--- src/rtl/hds_pkg.sv ---
package hds_pkg;
    typedef enum logic [2:0] {
        ST_WAIT  = 3'd0,
        ST_CAL   = 3'd1,
        ST_START = 3'd2,
        ST_RUN   = 3'd3,
        ST_STOP  = 3'd4
    } seq_st_e;
endpackage

--- src/rtl/hds_wr_track.sv ---
// Tracks which configuration subaddresses have been written since reset.
module hds_wr_track #(
    parameter int NUM_SUB = 20,
    parameter int SUB_W   = 8
) (
    input  logic             clk,
    input  logic             rst_n,
    input  logic             sub_load_i,
    input  logic [SUB_W-1:0] sub_i,
    input  logic             byte_wr_i,
    output logic             all_written_o
);
    typedef struct packed {
        logic [SUB_W-1:0]   ptr;
        logic [NUM_SUB-1:0] seen;
    } trk_t;

    trk_t trk_d, trk_q;
    logic [SUB_W-1:0] addr;

    always_comb begin
        trk_d = trk_q;
        addr  = sub_load_i ? sub_i : trk_q.ptr;
        if (sub_load_i) trk_d.ptr = sub_i;
        if (byte_wr_i) begin
            for (int i = 0; i < NUM_SUB; i++) begin
                if (addr == SUB_W'(i)) trk_d.seen[i] = 1'b1;
            end
            trk_d.ptr = addr + SUB_W'(1);
        end
    end

    always_ff @(posedge clk or negedge rst_n) begin
        if (!rst_n) trk_q <= '0;
        else        trk_q <= trk_d;
    end

    assign all_written_o = &trk_q.seen;
endmodule

--- src/rtl/hds_line_timer.sv ---
// Counts line ticks while running; done on the LINES-th tick.
module hds_line_timer #(
    parameter int LINES = 256
) (
    input  logic clk,
    input  logic rst_n,
    input  logic run_i,
    input  logic tick_i,
    output logic done_o
);
    localparam int CW = (LINES > 1) ? $clog2(LINES) : 1;

    logic [CW-1:0] cnt_d, cnt_q;

    assign done_o = run_i && tick_i && (cnt_q == CW'(LINES - 1));

    always_comb begin
        cnt_d = cnt_q;
        if (!run_i || done_o) cnt_d = '0;
        else if (tick_i)      cnt_d = cnt_q + CW'(1);
    end

    always_ff @(posedge clk or negedge rst_n) begin
        if (!rst_n) cnt_q <= '0;
        else        cnt_q <= cnt_d;
    end
endmodule

--- src/rtl/hds_seq.sv ---
module hds_seq
    import hds_pkg::*;
#(
    parameter int NUM_SUB    = 20,
    parameter int SUB_W      = 8,
    parameter int SOFT_LINES = 256
) (
    input  logic             clk,
    input  logic             rst_n,
    input  logic             sub_load_i,
    input  logic [SUB_W-1:0] sub_i,
    input  logic             byte_wr_i,
    input  logic             line_tick_i,
    input  logic             cal_done_i,
    input  logic             locked_i,
    input  logic             flyback_i,
    input  logic             stat_rd_i,
    output logic             drv_en_o,
    output logic             dbl_rate_o,
    output logic             cal_req_o,
    output logic             por_flag_o
);
    typedef struct packed {
        seq_st_e st;
        logic    por;
    } ctl_t;

    ctl_t ctl_d, ctl_q;
    logic all_written;
    logic soft_phase;
    logic soft_done;

    hds_wr_track #(.NUM_SUB(NUM_SUB), .SUB_W(SUB_W)) u_track (
        .clk           (clk),
        .rst_n         (rst_n),
        .sub_load_i    (sub_load_i),
        .sub_i         (sub_i),
        .byte_wr_i     (byte_wr_i),
        .all_written_o (all_written)
    );

    assign soft_phase = (ctl_q.st == ST_START) || (ctl_q.st == ST_STOP);

    hds_line_timer #(.LINES(SOFT_LINES)) u_timer (
        .clk    (clk),
        .rst_n  (rst_n),
        .run_i  (soft_phase),
        .tick_i (line_tick_i),
        .done_o (soft_done)
    );

    always_comb begin
        ctl_d = ctl_q;
        if (stat_rd_i) ctl_d.por = 1'b0;
        case (ctl_q.st)
            ST_WAIT:  if (all_written) ctl_d.st = ST_CAL;
            ST_CAL:   if (cal_done_i)  ctl_d.st = ST_START;
            ST_START: if (soft_done)   ctl_d.st = ST_RUN;
            ST_RUN:   if (!locked_i)   ctl_d.st = ST_STOP;
            ST_STOP:  if (soft_done)   ctl_d.st = ST_CAL;
            default:                   ctl_d.st = ST_WAIT;
        endcase
    end

    always_ff @(posedge clk or negedge rst_n) begin
        if (!rst_n) begin
            ctl_q.st  <= ST_WAIT;
            ctl_q.por <= 1'b1;
        end else begin
            ctl_q <= ctl_d;
        end
    end

    assign drv_en_o   = (soft_phase || ctl_q.st == ST_RUN) && !flyback_i;
    assign dbl_rate_o = soft_phase;
    assign cal_req_o  = (ctl_q.st == ST_CAL);
    assign por_flag_o = ctl_q.por;
endmodule

--- config.mk ---
export PLATFORM = sky130hd
export DESIGN_NAME = hds_seq
export DESIGN_NICKNAME = d
export VERILOG_FILES = /design/src/rtl/hds_pkg.sv /design/src/rtl/hds_wr_track.sv /design/src/rtl/hds_line_timer.sv /design/src/rtl/hds_seq.sv
export SDC_FILE = /design/constraint.sdc
export NUM_CORES = 1
export LEC_CHECK = 0
export BUFFER_PORTS_ARGS = -buffer_cell sky130_fd_sc_hd__buf_2
export CELL_PAD_IN_SITES_DETAIL_PLACEMENT = 0
export CELL_PAD_IN_SITES_GLOBAL_PLACEMENT = 2
export CORE_UTILIZATION = 35
export DETAILED_ROUTE_END_ITERATION = 10
export GPL_TIMING_DRIVEN = 0
export PLACE_DENSITY = 0.71
export RECOVER_POWER = 50
export SLEW_MARGIN = 25
export SYNTH_ARGS = -nofsm -noshare
export SYNTH_HDL_FRONTEND = slang
export SYNTH_SLANG_ARGS = --single-unit
--- constraint.sdc ---
create_clock -name clk -period 4.4 [get_ports clk]
set_input_delay 0.88 -clock clk [delete_from_list [all_inputs] [get_ports clk]]
set_output_delay 0.88 -clock clk [all_outputs]
set_load 0.005 [all_outputs]
==> metrics.md <==
| Metric | Value |
|---|---|
| Num CTS Buffers | 5 |
| Accumulated negative setup slack | 0 ns |
| # fillers | 536 |
| Pwr dens | 423.8 nW/um2 |
| Tightest Pin Transition | 2.172 ns |
| Die height | 79.34 um |
| Clk pwr share | 0.404 |
| Overall Global Routing Usage | 0.1651 |
| Routed length per instance | 16.15 um |
| Status | finished, violations left |
| DRT Wirelength | 4571 um |
| Fmax achieved | 0.4071 GHz |
| I/O Buffers | 18 |
| Rows | 27 |
| GP Congestion | 0.8238 |
| Final design utilization | 0.4309 |
| Post-CTS sizing | 0 |
| Critical path cell sequence | clkbuf_1 |
| Crit Path Max Fanout | 40 |
| Slew Limit Headroom | -0.4477 |
| Critical path buffers and inverters | 1 |
| Int Pwr | 0.0007725 W |
| Critical Path End Type | async pin |
| Slowest cell on the critical path | clkbuf_1 |
| Syn Inst Count | 185 |
| Sequential power share | 0.444 |
| Violated checks | max-capacitance violations, max-slew violations |
| Final hold viol count | 0 |
| Initial antenna violation count | 0 |
| Final slew viol count | 41 |
| P_leak | 1.164 nW |
| Worst Clk Skew | 0.009523 ns |
| Horiz. Die Dim | 79.34 um |
| Vias in the first global route | 1626 |
| CTS Sinks | 40 |
| DIE AREA | 6294 um2 |
| CP Data Arrival Time | 2.42 ns |
| Peak supply drop | 0.2210 mV |
| Initial DRC count | 88 |
| Fraction of registers with async set/reset | 1.000 |
| Total power draw | 0.001030 W |
| CP Data Required Time | 4.36 ns |
| Post-CTS setup buffer count | 0 |
| Setup WS pre-CTS | 1.668 ns |
| Syn_nets | 207 |
| Io pins | 21 |
| Cell Area, Synth | 2093 um2 |
| Comb power frac | 0.153 |
| Via/cell ratio | 5.279 |
| Synth warnings | 0 |
| Register area share after synthesis | 0.4788 |
| Sw frac | 0.2502 |
| Yosys cell types | 42 |
| Share of cells above drive strength 1 | 0.2085 |
| Setup WS post-layout | 1.944 ns |
| Area Growth Syn to Fin | 16.14% |
| Top cell family by delay on the critical path | buffers and inverters |
| DRT Pass-1 Iters | 4 |
| Number of routed nets with antenna violations | 0 |
| CTS tree | built |
| Number of synthesized flops with an enable pin | 0 |
| Worst-path clk slew | 0.08 ns |
| Startpoint Class | input pin |
| # Max-Cap Violations | 1 |
| Period minus WS final | 2.456 ns |
| Net Switching | 0.0002578 W |
| Clk_lat worst skew | 0.29 ns |
| Max Root-Sink Buffers | 2 |
| Post-DP HPWL | 3362 um |
| Residual DRC | 0 |
| Syn Area/Cell | 11.31 um2 |
| First-pass GRT wire length | 7962 um |
| Via count | 1494 |
| Max H-tree Level | 2 |
| # setup viols final | 0 |
| RSZ-0062 raised after global routing | false |
| CTS Hold Buffers Added | 0 |
| Largest net degree at the start of global routing | 41 |
| Core Area | 5642 um2 |
| N_diodes | 0 |
| Initial Util | 0.3710 |
| WS Path Type | in -> async |
| Total gr overflow | 0 |
| Largest stage delay, worst path | 1.52 ns |
| Fin crit share | 0.5582 |
| Clock root buffer | clkbuf_8 |
| Hold WC Path Type | reg -> reg |
| Layout net count | 232 |
| Yosys reg bits | 40 |
| Most used flip-flop cell after synthesis | dfrtp_1 |
## layout make-up
| type | count | area, um2 | area share |
|---|---|---|---|
| tap | 72 | 90.09 | 0.03706 |
| clock buffer | 5 | 68.82 | 0.02831 |
| clock inverter | 3 | 90.09 | 0.03706 |
| inverter | 7 | 26.28 | 0.01081 |
| multi-input combinational | 130 | 1003 | 0.4128 |
| timing repair buffer | 18 | 88.84 | 0.03654 |
| buffer | 8 | 61.31 | 0.02522 |
| sequential | 40 | 1002 | 0.4122 |
## worst register-to-register path, stage by stage, from the launching register on
cell and delay (ns):
dfrtp_1 0.40, mux2i_1 0.33, inv_1 0.12, ha_1 0.30
nand2_1 0.17, nand4b_1 0.15, xor2_1 0.14
## state kept, by name (all words and copies together), names as in the netlist
register,count
u_track.trk_q,28
u_timer.cnt_q,8
ctl_q,3
por_flag_o,1
## through the flow
step | cells | hold WS (ns) | instance area (um2)
final | 283 | 0.4669 | 2431
after global placement | 275 | 0.4488 | 2273
after floorplan | 185 | 0.4362 | 2093
after detailed placement | 275 | 0.4565 | 2273
after CTS | 283 | 0.4753 | 2432
after global routing | 283 | 0.4916 | 2431
## power groups by stage
stage / registers [W] / clock network, W / logic, W
finish: 0.000457 / 0.000416 / 0.000157
global placement: 0.000461 / 0 / 0.000154
global route: 0.000463 / 0.000441 / 0.000174
floorplan: 0.000454 / 0 / 0.000112
CTS: 0.000456 / 0.000423 / 0.000160
detailed placement: 0.000463 / 0 / 0.000160
## synth_stat cells, types with 3 or more instances
| master | n | area [um2] |
|---|---|---|
| nand3_1 | 6 | 30.03 |
| buf_6 | 4 | 45.04 |
| inv_1 | 5 | 18.77 |
| xnor2_1 | 12 | 105.1 |
| nor2_1 | 11 | 41.29 |
| a21oi_1 | 3 | 15.01 |
| nor4_1 | 3 | 18.77 |
| nand2b_1 | 4 | 25.02 |
| o21bai_1 | 4 | 30.03 |
| ha_1 | 5 | 62.56 |
| clkbuf_1 | 3 | 11.26 |
| dfrtp_1 | 39 | 975.9 |
| mux2i_1 | 6 | 60.06 |
| a41o_1 | 16 | 160.2 |
| nand4_1 | 11 | 68.82 |
| xor2_1 | 5 | 43.79 |
| nand2_1 | 15 | 56.30 |
## placed cells by master (no fill, tap or decap), types with 6 or more instances in the layout
cell type and instances:
mux2i_1 6, nor2_1 11, buf_2 18, nand3_1 6, a41o_1 16, nand4_1 11, xnor2_1 12, dfrtp_1 39
nand2_1 15
## path summary, 6_finish.rpt
kind,start,end,slack [ns],cells after the start
worst max-delay path,rst_n,u_track.trk_q[18]$_DFFE_PN0P_,1.94,1
worst min-delay path,u_track.trk_q[9]$_DFFE_PN0P_,u_track.trk_q[9]$_DFFE_PN0P_,0.47,1
worst max register to register,u_track.trk_q[20]$_DFF_PN0_,u_track.trk_q[26]$_DFF_PN0_,2.71,6
worst min register to register,u_track.trk_q[9]$_DFFE_PN0P_,u_track.trk_q[9]$_DFFE_PN0P_,0.47,1
max in group clk,sub_load_i,u_track.trk_q[26]$_DFF_PN0_,2.01,9
min in group asynchronous,rst_n,u_track.trk_q[25]$_DFF_PN0_,1.21,1
## per-layer routing
layer / routed length [um] / GRT usage / up-vias
met5: 0 / 0 / -
met3: 125 / 0.03908 / 7
met1: 2318 / 0.2257 / 731
met2: 2063 / 0.2595 / 18
met4: 64 / 0.04727 / 0
li1: - / - / 738
## kinds of logic after synthesis
family,Yosys count,share of synthesized area
xor gates and xnor gates,17,0.07113
adders and majority gates,5,0.02989
buffers and inverters,15,0.04184
and+or+nand+nor,61,0.1644
DFF,40,0.4788
AOI/OAI and AO/OA,37,0.1620
muxes,10,0.05200
No activity file was read; power rests on OpenSTA's default activity.
